File: src/rtl/op_filter_pkg.sv
package op_filter_pkg;
  localparam int unsigned DATA_W = 8;
  localparam int unsigned CODE_W = 3;
  localparam int unsigned IMASK_BIT = 2;

  typedef enum logic [CODE_W-1:0] {
    CAUSE_NONE  = 3'd0,
    CAUSE_HALT  = 3'd1,
    CAUSE_EXCH  = 3'd2,
    CAUSE_MASK  = 3'd3,
    CAUSE_RETI  = 3'd4,
    CAUSE_PULLS = 3'd5,
    CAUSE_SETI  = 3'd6
  } cause_e;

  localparam logic [DATA_W-1:0] OPC_HALT  = 8'hDB;
  localparam logic [DATA_W-1:0] OPC_EXCH  = 8'hFB;
  localparam logic [DATA_W-1:0] OPC_MASK  = 8'h78;
  localparam logic [DATA_W-1:0] OPC_RETI  = 8'h40;
  localparam logic [DATA_W-1:0] OPC_PULLS = 8'h28;
  localparam logic [DATA_W-1:0] OPC_SETS  = 8'hE2;
endpackage

File: src/rtl/op_decode.sv
module op_decode
  import op_filter_pkg::*;
(
  input  logic [DATA_W-1:0] opc_i,
  output cause_e            cause_o,
  output logic              is_sets_o
);
  always_comb begin
    unique case (opc_i)
      OPC_HALT:  cause_o = CAUSE_HALT;
      OPC_EXCH:  cause_o = CAUSE_EXCH;
      OPC_MASK:  cause_o = CAUSE_MASK;
      OPC_RETI:  cause_o = CAUSE_RETI;
      OPC_PULLS: cause_o = CAUSE_PULLS;
      default:   cause_o = CAUSE_NONE;
    endcase
  end
  assign is_sets_o = (opc_i == OPC_SETS);
endmodule

File: src/rtl/operand_track.sv
module operand_track
  import op_filter_pkg::*;
(
  input  logic              clk_i,
  input  logic              rst_ni,
  input  logic              arm_i,
  input  logic              opnd_cycle_i,
  input  logic [DATA_W-1:0] data_i,
  output logic              hit_o
);
  logic armed_q;

  always_ff @(posedge clk_i or negedge rst_ni) begin
    if (!rst_ni) armed_q <= 1'b0;
    else         armed_q <= arm_i;
  end

  // only the cycle straight after the status-set fetch carries its mask
  assign hit_o = armed_q && opnd_cycle_i && data_i[IMASK_BIT];
endmodule

File: src/rtl/cause_hold.sv
module cause_hold
  import op_filter_pkg::*;
(
  input  logic              clk_i,
  input  logic              rst_ni,
  input  logic              hit_i,
  input  cause_e            cause_i,
  input  logic              clear_i,
  output logic [CODE_W-1:0] code_o
);
  logic [CODE_W-1:0] code_q;

  always_ff @(posedge clk_i or negedge rst_ni) begin
    if (!rst_ni) begin
      code_q <= '0;
    end else if (hit_i && (clear_i || code_q == '0)) begin
      code_q <= cause_i;
    end else if (clear_i) begin
      code_q <= '0;
    end
  end

  assign code_o = code_q;
endmodule

File: src/rtl/op_filter.sv
module op_filter
  import op_filter_pkg::*;
(
  input  logic              clk_i,
  input  logic              rst_ni,
  input  logic              vda_i,
  input  logic              vpa_i,
  input  logic [DATA_W-1:0] data_i,
  input  logic              user_mode_i,
  input  logic              abort_en_i,
  input  logic              clear_i,
  output logic              abort_o,
  output logic [CODE_W-1:0] viol_code_o
);
  cause_e fetch_cause;
  cause_e cause;
  logic   fetch_sets;
  logic   opc_fetch;
  logic   opnd_cycle;
  logic   seti_hit;
  logic   fetch_hit;
  logic   hit;

  assign opc_fetch  = vda_i && vpa_i && user_mode_i;
  assign opnd_cycle = !vda_i && vpa_i && user_mode_i;

  op_decode u_decode (
    .opc_i     (data_i),
    .cause_o   (fetch_cause),
    .is_sets_o (fetch_sets)
  );

  operand_track u_track (
    .clk_i        (clk_i),
    .rst_ni       (rst_ni),
    .arm_i        (opc_fetch && fetch_sets),
    .opnd_cycle_i (opnd_cycle),
    .data_i       (data_i),
    .hit_o        (seti_hit)
  );

  assign fetch_hit = opc_fetch && (fetch_cause != CAUSE_NONE);
  assign hit       = fetch_hit || seti_hit;
  assign cause     = seti_hit ? CAUSE_SETI : fetch_cause;
  assign abort_o   = abort_en_i && hit;

  cause_hold u_hold (
    .clk_i   (clk_i),
    .rst_ni  (rst_ni),
    .hit_i   (hit),
    .cause_i (cause),
    .clear_i (clear_i),
    .code_o  (viol_code_o)
  );
endmodule

File: config.mk
export PLATFORM = sky130hd
export DESIGN_NAME = op_filter
export DESIGN_NICKNAME = d
export VERILOG_FILES = /design/src/rtl/op_filter_pkg.sv /design/src/rtl/op_decode.sv /design/src/rtl/operand_track.sv /design/src/rtl/cause_hold.sv /design/src/rtl/op_filter.sv
export SDC_FILE = /design/constraint.sdc
export NUM_CORES = 1
export LEC_CHECK = 0
export ABC_CLOCK_PERIOD_IN_PS = 1810
export BUFFER_PORTS_ARGS = -buffer_cell sky130_fd_sc_hd__buf_2
export CAP_MARGIN = 20
export CORE_AREA = 4 4 41 43
export CTS_BUF_LIST = sky130_fd_sc_hd__clkbuf_8
export CTS_CLUSTER_DIAMETER = 60
export DETAILED_ROUTE_END_ITERATION = 10
export DIE_AREA = 0 0 45 47
export PLACE_DENSITY = 0.51
export SYNTH_ARGS = -nofsm -noshare
export SYNTH_HDL_FRONTEND = slang
export SYNTH_SLANG_ARGS = --single-unit
File: constraint.sdc
create_clock -name clk_i -period 1.81 [get_ports clk_i]
set_clock_uncertainty 0.15 [all_clocks]
set_input_delay 0.362 -clock clk_i [delete_from_list [all_inputs] [get_ports clk_i]]
set_output_delay 0.362 -clock clk_i [all_outputs]
set_load 0.005 [all_outputs]
# After elaboration in Yosys (flattened, before gate mapping)
# Cells that the tools add are included.
# Widths: inputs -> output; s select.
[totals]
reg_bits = 4
input_bits = 15
out_inout_bits = 4
wordCells = 28
[classes]
n_eq_ne = 6
muxes = 4
n_reduce_logical = 16
[op_table]
columns = ["cell", "n"]
rows = [
  ["$eq 8x8->1 const B", 3],
  ["$eq 8x7->1 const B", 2],
  ["$pmux 3 s5", 1],
  ["$logic_and 1x1->1", 10],
  ["$mux 3", 3],
  ["$eq 8x6->1 const B", 1],
  ["$logic_not 3->1", 1],
  ["$reduce_bool 3->1", 1],
  ["$logic_or 1x1->1", 2],
  ["$reduce_bool 2->1", 1],
  ["$logic_not 1->1", 1],
]

# Depth between registers and ports, before layout
# Gate-level depths: netlist of the first run.
[logic_depth]
ltp_word = 8
mapped_depth = 4
ltp_nobuf = 4

# Modules after synthesis
# From an unflattened synthesis of the first run, not the netlist that was laid out.
[unflattened]
cells_unflattened = 40
area_unflattened_um2 = 345.3
[modules_own_cells]
columns = ["mod", "n_inst", "cells_per_inst", "area_per_inst_um2", "seq_area_each_um2"]
rows = [
  ["cause_hold", 1, 10, 131.4, 75.1],
  ["op_decode", 1, 17, 112.6, 0.0],
  ["op_filter", 1, 11, 70.1, 0.0],
  ["operand_track", 1, 2, 31.3, 25.0],
]

# Worst setup path after synthesis of the first run
# OpenSTA, ideal clock, no wires.
[synth_timing]
path_type = "input port to output port"
from = "input data_i[2]"
to = "output abort_o"
arrival_ps = 1358
required_ps = 1298
setup_slack_ps = -60
stages = 4
path_buffers = 0
path_cell_list = "or3_1 > a2111oi_4 > nor2_1 > a21oi_1"
[synth_between]
elab_chain_cells = 6
elab_cells_between_ends = 11
classes_between = "eq/ne (5); mux (1); reduce/logical (5)"
[synth_rtl]
columns = ["item", "line_no", "rtl"]
rows = [
  ["from (decl)", "op_filter.sv:8", "input logic [DATA_W-1:0] data_i,"],
  ["$eq 8x6->1, or another cell as far along", "op_decode.sv:9", "unique case (opc_i)"],
  ["$pmux 3 s5", "op_decode.sv:9", ""],
  ["$reduce_bool 3->1", "op_filter.sv:42", "assign fetch_hit = opc_fetch && (fetch_cause != CAUSE_NONE);"],
  ["$logic_and 1x1->1", "op_filter.sv:42", ""],
  ["$logic_or 1x1->1 (*)", "op_filter.sv:43", "assign hit = fetch_hit || seti_hit;"],
  ["$logic_and 1x1->1 (*)", "op_filter.sv:45", "assign abort_o = abort_en_i && hit;"],
  ["to (decl)", "op_filter.sv:12", "output logic abort_o,"],
]
# Mark *: on every way between the ends. The rest lies on a longest branch, timed or not.

# Worst setup path in the final report of the first run
[layout_timing]
from = "input data_i[3]"
to = "output abort_o"
[layout_between]
elab_chain_cells = 6
elab_cells_between_ends = 10
classes_between = "eq/ne (5); mux (1); reduce/logical (4)"
[layout_rtl]
columns = ["item", "line_no"]
rows = [
  ["$eq 8x6->1, or another cell as far along", "op_decode.sv:9"],
  ["$pmux 3 s5 (*)", "op_decode.sv:9"],
  ["$reduce_bool 3->1 (*)", "op_filter.sv:42"],
  ["$logic_and 1x1->1 (*)", "op_filter.sv:42"],
  ["$logic_or 1x1->1 (*)", "op_filter.sv:43"],
  ["$logic_and 1x1->1 (*)", "op_filter.sv:45"],
]
# Marks and branches as above.

==> impl_metrics.json, run 1 <==
{
  "outcome": "finished, violations left",
  "violations": "setup timing",
  "drc_errors": 0,
  "globalRouteMet3Util": 0.0613,
  "fmax_ghz": 0.495,
  "drt-initial-drc-count": 11,
  "final_nets": 88,
  "p_leak_nw": 0.261,
  "h-tree-depth": 1,
  "diodes": 0,
  "start_util": 0.234,
  "ys_types": 18,
  "vias": 418,
  "arrival_ps": 1510,
  "layout-drive-gt1-share": 0.507,
  "place_hpwl_um": 854,
  "synth_cells": 37,
  "grt_pass1_vias": 403,
  "final-hold-violation-count": 0,
  "power_density_nw_per_um2": 605,
  "grt_overflow": 0,
  "clock_path_buffers": 2,
  "avgViaCountPerCell": 4.86,
  "gr-usage-met2": 0.189,
  "place_inst": 82,
  "final_common_cell": "buf_2",
  "max_cap_viol_count": 0,
  "path_cells": "buf_6 > or3b_4 > a2111oi_4 > nor2_1 > a21oi_1 > buf_2",
  "layoutNonFillerInstCount": 86,
  "slowest_stage": "or3b_4",
  "finalCritPeriodShare": 1.12,
  "cts_tree": "built",
  "required_ps": 1300,
  "final_cell_mix": "buf_2, buf_4, nand2_1, dfrtp_1",
  "num_rows": 13,
  "busiest_layer": "met2",
  "die_h_um": 47,
  "synth-seq-area-share": 0.329,
  "cp-start-kind": "input port",
  "port_buffers": 18,
  "setup_viol": 1,
  "avgSynthCellArea_um2": 8.22,
  "cts-buffers-inserted": 3,
  "syn_area_um2": 304,
  "tightest_slew_ps": 349,
  "die_x_um": 45,
  "met1_usage": 0.108,
  "finalPower_mw": 0.350,
  "core-area_um2": 1300,
  "place.gp.congestion": 0.702,
  "ir_drop_v": 0.000256,
  "maxSlewHeadroom": 0.766,
  "grt_max_degree": 6,
  "cts_setup_buffers": 0,
  "grt_pass1_wl_um": 1640,
  "rsz0062_at_grt": "yes",
  "clkTransAtPathRegs_ps": 30,
  "synth_fp_nets": 52,
  "pre_cts_slack_ps": -256,
  "dr.pass1.iters": 4,
  "dieArea_um2": 2120,
  "grt_use_total": 0.114,
  "insertion_delay_ps": 220,
  "post_drt_wl_per_cell_um": 12.2,
  "crit_type": "in2out",
  "ios": 19,
  "synth_warnings": 0,
  "ys_ff_latch": 4,
  "hold_class": "in2reg",
  "antenna_found_initial": 0,
  "critPathMaxFanout": 2,
  "setup_slack_ps": -212,
  "cts-root-buf": "clkbuf_8",
  "cp-end-kind": "output pin",
  "drt_wl_total_um": 1050,
  "fin_crit_ps": 2020,
  "slowest_delay_ps": 400,
  "finalMaxSlewViolations": 0,
  "area_growth_pct": 90.1,
  "cts_sinks": 4,
  "ant_nets": 0
}
==> state kept, by name, summed over array words and instances (netlist names) <==
signal	cells
u_hold.code_o	3
u_track.armed_q	1
==> synthesized netlist by cell type <==
cell,n,share of area
and3_1,1,0.021
dfrtp_1,4,0.33
nand4_1,2,0.041
nand2_1,4,0.049
a21oi_1,3,0.049
or3_1,1,0.021
a2111oi_4,1,0.091
o22ai_1,3,0.062
a311oi_1,1,0.029
or3b_4,1,0.037
nor2_1,3,0.037
nand3_1,1,0.016
nand3b_1,1,0.025
nor3_1,3,0.049
o21ai_0,1,0.016
inv_1,3,0.037
nor4_1,3,0.062
xnor2_1,1,0.029
==> kinds of logic after synthesis <==
| group | count (synthesis) | share of synthesized area |
|---|---|---|
| flops | 4 | 0.329 |
| buf+inv | 3 | 0.0370 |
| simple gates | 20 | 0.358 |
| xor+xnor | 1 | 0.0288 |
| compound gates | 9 | 0.247 |
==> area by class of cell <==
cell class              count  area, um2
clock buffers               3       41.3
fillers                   133        723
multi-input cells          30        198
flip-flops and latches      4        100
well taps                  15       18.8
inverters                   3       11.3
repair buffers             31        209
==> stage by stage <==
step	hold WS [ps]	TNS, ps	cell area, um2	util
after global placement	18.3	-216	508	0.390
after floorplan	-83.6	0	309	-
after CTS	223	-229	572	0.439
after detailed placement	18.2	-256	508	0.390
after global routing	229	-295	578	0.444
final	224	-212	578	0.444
==> worst max-delay path, delay by kind of cell <==
family,cells,cell delay [ps]
and+or+nand+nor,2,470
AOI/OAI and AO/OA,2,460
buffers and inverters,2,210
==> final timing paths <==
kind,start,to,slack [ps],depth (start not counted)
max reg2reg,u_track.armed_q,u_hold.code_o[1],470,5
max,data_i[3],abort_o,-210,6
max in group asynchronous,rst_ni,u_hold.code_o[2],1070,2
min reg2reg,u_hold.code_o[2],u_hold.code_o[2],410,2
min in group asynchronous,rst_ni,u_hold.code_o[1],320,2
min,clear_i,u_hold.code_o[1],220,2
==> report_power, final <==
part	switching (mW)	total, mW	internal, mW
Clock	0.0513	0.194	0.142
Sequential	0.000138	0.0904	0.0902
Combinational	0.0281	0.0656	0.0376
Total	0.0795	0.350	0.270
==> routing by layer <==
layer	vias to the layer above	part of all wire	routed length, um
met5	-	0	0
met1	184	0.36	380
met3	2	0.12	130
met4	0	0.016	17
li1	213	-	-
met2	19	0.50	520
==> what timing repair did <==
item / CTS / global route
gates cloned: 0 / 0
endpoints found under the hold margin: 4 / 0
resized for setup: 2 / 1
endpoints found under the setup margin: 1 / 1
pin swaps: 1 / 0
hold buffers: 1 / 0
Power figures use the tool's default switching activity.
==> inputs of run 2 (changes only) <==
--- a/config.mk
+++ b/config.mk
@@ -5,11 +5,9 @@
 export SDC_FILE = /design/constraint.sdc
 export NUM_CORES = 1
 export LEC_CHECK = 0
-export ABC_CLOCK_PERIOD_IN_PS = 1810
 export BUFFER_PORTS_ARGS = -buffer_cell sky130_fd_sc_hd__buf_2
 export CAP_MARGIN = 20
 export CORE_AREA = 4 4 41 43
-export CTS_BUF_LIST = sky130_fd_sc_hd__clkbuf_8
 export CTS_CLUSTER_DIAMETER = 60
 export DETAILED_ROUTE_END_ITERATION = 10
 export DIE_AREA = 0 0 45 47
==> impl_metrics.json, run 2 (synthesized netlist as in run 1, its figures left out) <==
{
  "reg2reg_depth": 5,
  "cts-buffers-inserted": 3,
  "grt_overflow": 0,
  "cts_sinks": 4,
  "p_leak_nw": 0.253,
  "drc_errors": 0,
  "critPathMaxFanout": 2,
  "core-area_um2": 1300,
  "diodes": 0,
  "grt_max_degree": 6,
  "rsz0062_at_grt": "yes",
  "largest_register_ffs": 3,
  "drt_wl_total_um": 1040,
  "cp-start-kind": "input port",
  "cts-root-buf": "clkbuf_4",
  "maxSlewHeadroom": 0.769,
  "avgViaCountPerCell": 4.83,
  "antenna_found_initial": 0,
  "fin_crit_ps": 2020,
  "grt_pass1_wl_um": 1640,
  "cp-end-kind": "output pin",
  "r2r_start": "u_track.armed_q",
  "setup_slack_ps": -212,
  "required_ps": 1300,
  "post_drt_wl_per_cell_um": 12.1,
  "cts_setup_buffers": 0,
  "arrival_ps": 1510,
  "fmax_ghz": 0.495,
  "vias": 415,
  "clkTransAtPathRegs_ps": 40,
  "place_hpwl_um": 854,
  "final_common_cell": "buf_2",
  "ant_nets": 0,
  "place.gp.congestion": 0.702,
  "insertion_delay_ps": 240,
  "cts_tree": "built",
  "drt-initial-drc-count": 8,
  "dieArea_um2": 2120,
  "grt_use_total": 0.114,
  "layout-drive-gt1-share": 0.507,
  "outcome": "finished, violations left",
  "finalCritPeriodShare": 1.12,
  "dr.pass1.iters": 3,
  "hold_class": "in2reg",
  "area_growth_pct": 84.0,
  "crit_type": "in2out",
  "slowest_delay_ps": 400,
  "port_buffers": 18,
  "final_cell_area_um2": 559,
  "final-hold-violation-count": 0,
  "h-tree-depth": 1,
  "ios": 19,
  "slowest_stage": "or3b_4",
  "die_h_um": 47,
  "placed_area_um2": 508,
  "violations": "setup timing",
  "tightest_slew_ps": 344,
  "ff2ff_setup_slack_ps": 470,
  "start_util": 0.234,
  "ir_drop_v": 0.000206,
  "final_cell_mix": "buf_2, buf_4, nand2_1, dfrtp_1",
  "num_rows": 13,
  "critPathCapture": "abort_o",
  "tns_ps": -212,
  "finalPower_mw": 0.274,
  "die_x_um": 45,
  "setup_viol": 1,
  "r2r-end": "u_hold.code_o[1]",
  "final_nets": 88,
  "finalMaxSlewViolations": 0,
  "max_cap_viol_count": 0,
  "clock_path_buffers": 2,
  "startpoint": "data_i[3]",
  "path_cells": "buf_6 > or3b_4 > a2111oi_4 > nor2_1 > a21oi_1 > buf_2",
  "grt_pass1_vias": 401,
  "power_density_nw_per_um2": 489
}
[run 2: worst min-delay path by stage]
stage	cells after the start	from	end
after floorplan	0	rst_ni	u_hold.code_o[0]
after global placement	1	rst_ni	u_hold.code_o[2]
after detailed placement	1	rst_ni	u_hold.code_o[1]
after CTS	2	clear_i	u_hold.code_o[2]
after global routing	2	clear_i	u_hold.code_o[1]
final	2	clear_i	u_hold.code_o[2]
[run 2: routing by layer]
layer | share of wire | up-vias | track usage
met5 | 0 | - | 0
met3 | 0.11 | 2 | 0.0613
li1 | - | 214 | -
met2 | 0.49 | 16 | 0.186
met4 | 0.015 | 0 | 0.0819
met1 | 0.38 | 183 | 0.110
[run 2: worst max-delay path: cells and delay by family]
| kind | cells | cell delay, ps |
|---|---|---|
| and+or+nand+nor | 2 | 470 |
| AOI/OAI and AO/OA | 2 | 460 |
| buffers and inverters | 2 | 210 |
[run 2: final cells by class]
| cell class | instances | area, um2 |
|---|---|---|
| clock buffer | 3 | 22.5 |
| fill | 136 | 742 |
| inverter | 3 | 11.3 |
| multi-input combinational | 30 | 198 |
| sequential | 4 | 100 |
| tap | 15 | 18.8 |
| timing repair buffer | 31 | 209 |
[run 2: per-stage QoR]
stage | utilization | hold slack (ps) | setup slack, ps | std cells
2_1_floorplan | - | -83.6 | 9.73 | 37
3_3_place_gp | 0.390 | 18.3 | -216 | 82
3_5_place_dp | 0.390 | 18.2 | -256 | 82
4_1_cts | 0.425 | 195 | -229 | 86
5_1_grt | 0.430 | 200 | -295 | 86
6_report | 0.430 | 200 | -212 | 86
[run 2: timing repair]
| action | CTS | global route |
|---|---|---|
| pin swaps | 1 | 0 |
| gates resized for setup | 2 | 1 |
| endpoints found under the hold margin | 4 | 0 |
| setup endpoints to repair | 1 | 1 |
| hold buffers | 1 | 0 |
[run 2: where the power goes]
part	switching [mW]	internal, mW
Combinational	0.0280	0.0376
Sequential	0.000142	0.0901
Clock	0.0432	0.0746
==> inputs of run 3 (changes only) <==
--- a/config.mk
+++ b/config.mk
@@ -12,6 +12,7 @@
 export DETAILED_ROUTE_END_ITERATION = 10
 export DIE_AREA = 0 0 45 47
 export PLACE_DENSITY = 0.51
+export RECOVER_POWER = 25
 export SYNTH_ARGS = -nofsm -noshare
 export SYNTH_HDL_FRONTEND = slang
 export SYNTH_SLANG_ARGS = --single-unit
==> impl_metrics.json, run 3 (synthesized netlist as in run 1, its figures left out) <==
{
  "hp-start": "clear_i",
  "p_leak_nw": 0.250,
  "core-area_um2": 1300,
  "fin_crit_ps": 2020,
  "die_x_um": 45,
  "area_growth_pct": 83.5,
  "final-hold-violation-count": 0,
  "final_nets": 88,
  "post-route-util": 0.429,
  "max_cap_viol_count": 0,
  "ant_nets": 0,
  "hold_ws_ps": 200,
  "place.gp.congestion": 0.702,
  "final_cell_mix": "buf_2, buf_4, nand2_1, dfrtp_1",
  "cp-start-kind": "input port",
  "drt-initial-drc-count": 8,
  "insertion_delay_ps": 240,
  "antenna_found_initial": 0,
  "place_hpwl_um": 854,
  "grt_pass1_wl_um": 1640,
  "cp-end-kind": "output pin",
  "grt_pass1_vias": 401,
  "port_buffers": 18,
  "start_util": 0.234,
  "vias": 415,
  "setup_viol": 1,
  "grt_overflow": 0,
  "clkTransAtPathRegs_ps": 40,
  "die_h_um": 47,
  "tightest_slew_ps": 344,
  "clock_path_buffers": 2,
  "tns_ps": -212,
  "setup_slack_ps": -212,
  "power_density_nw_per_um2": 490,
  "maxSlewHeadroom": 0.769,
  "cts-root-buf": "clkbuf_4",
  "diodes": 0,
  "num_rows": 13,
  "dieArea_um2": 2120,
  "layout-drive-gt1-share": 0.493,
  "ios": 19,
  "drt_wl_total_um": 1040,
  "finalCritPeriodShare": 1.12,
  "cts_tree": "built",
  "critPathMaxFanout": 2,
  "cts-buffers-inserted": 3,
  "fmax_ghz": 0.495,
  "ir_drop_v": 0.000206,
  "avgViaCountPerCell": 4.83,
  "drc_errors": 0,
  "arrival_ps": 1510,
  "post_drt_wl_per_cell_um": 12.1,
  "dr.pass1.iters": 3,
  "finalMaxSlewViolations": 0,
  "r2r_start": "u_track.armed_q",
  "rsz0062_at_grt": "yes",
  "outcome": "finished, violations left",
  "largest_register_ffs": 3,
  "grt_use_total": 0.114,
  "startpoint": "data_i[3]",
  "final_common_cell": "buf_2",
  "violations": "setup timing",
  "required_ps": 1300,
  "pre_cts_slack_ps": -256,
  "grt_max_degree": 6,
  "hold_class": "in2reg",
  "cts_sinks": 4,
  "crit_type": "in2out",
  "h-tree-depth": 1
}
-- run 3: cell count changes in the layout (fill, tap and decap cells not counted), sizes merged --
cell	before	now
buf	30	29
clkbuf	3	4
-- run 3: where the power goes --
group	switching [mW]	total (mW)	internal (mW)
clock network	0.0431	0.118	0.0746
registers	0.000143	0.0902	0.0901
logic	0.0281	0.0653	0.0372
-- run 3: metrics by stage --
stage	instances	total power [mW]	cell area [um2]
CTS	86	0.278	553
global placement	82	0.151	508
detailed placement	82	0.151	508
global route	86	0.290	558
finish	86	0.273	558
floorplan	37	0.106	309
-- run 3: per-layer routing --
metal | GRT usage | share of wire | wire, um | up-vias
met5 | 0 | 0 | 0 | -
met4 | 0.0819 | 0.015 | 16 | 0
met3 | 0.0613 | 0.11 | 112 | 2
met2 | 0.186 | 0.49 | 509 | 16
met1 | 0.110 | 0.39 | 405 | 183
li1 | - | - | - | 214
-- run 3: final timing paths --
| path | to | cells past startpoint | slack [ps] |
|---|---|---|---|
| worst min-delay path | u_hold.code_o[2] | 2 | 200 |
| worst max-delay path | abort_o | 6 | -210 |
| worst max register to register | u_hold.code_o[1] | 5 | 470 |
| worst min register to register | u_hold.code_o[1] | 2 | 420 |
| max in group asynchronous | u_hold.code_o[1] | 2 | 1010 |
| min in group asynchronous | u_hold.code_o[0] | 2 | 320 |
-- run 3: timing repair --
| item | CTS | global route |
|---|---|---|
| gates resized for setup | 2 | 1 |
| setup endpoints to repair | 1 | 1 |
| hold endpoints to repair | 4 | 0 |
| pin swaps | 1 | 0 |
| hold buffers | 1 | 0 |
| buffers inserted | 0 | 0 |
-- run 3: final cells by class --
type | instances | area, um2
fill | 136 | 743
inverter | 3 | 11.3
clock buffer | 3 | 22.5
tap | 15 | 18.8
multi-input combinational | 30 | 198
sequential | 4 | 100
timing repair buffer | 31 | 208
-- run 3: worst max-delay path, stage by stage --
cell and delay [ps]:
buf_6 90, or3b_4 400, a2111oi_4 340, nor2_1 70, a21oi_1 120, buf_2 120
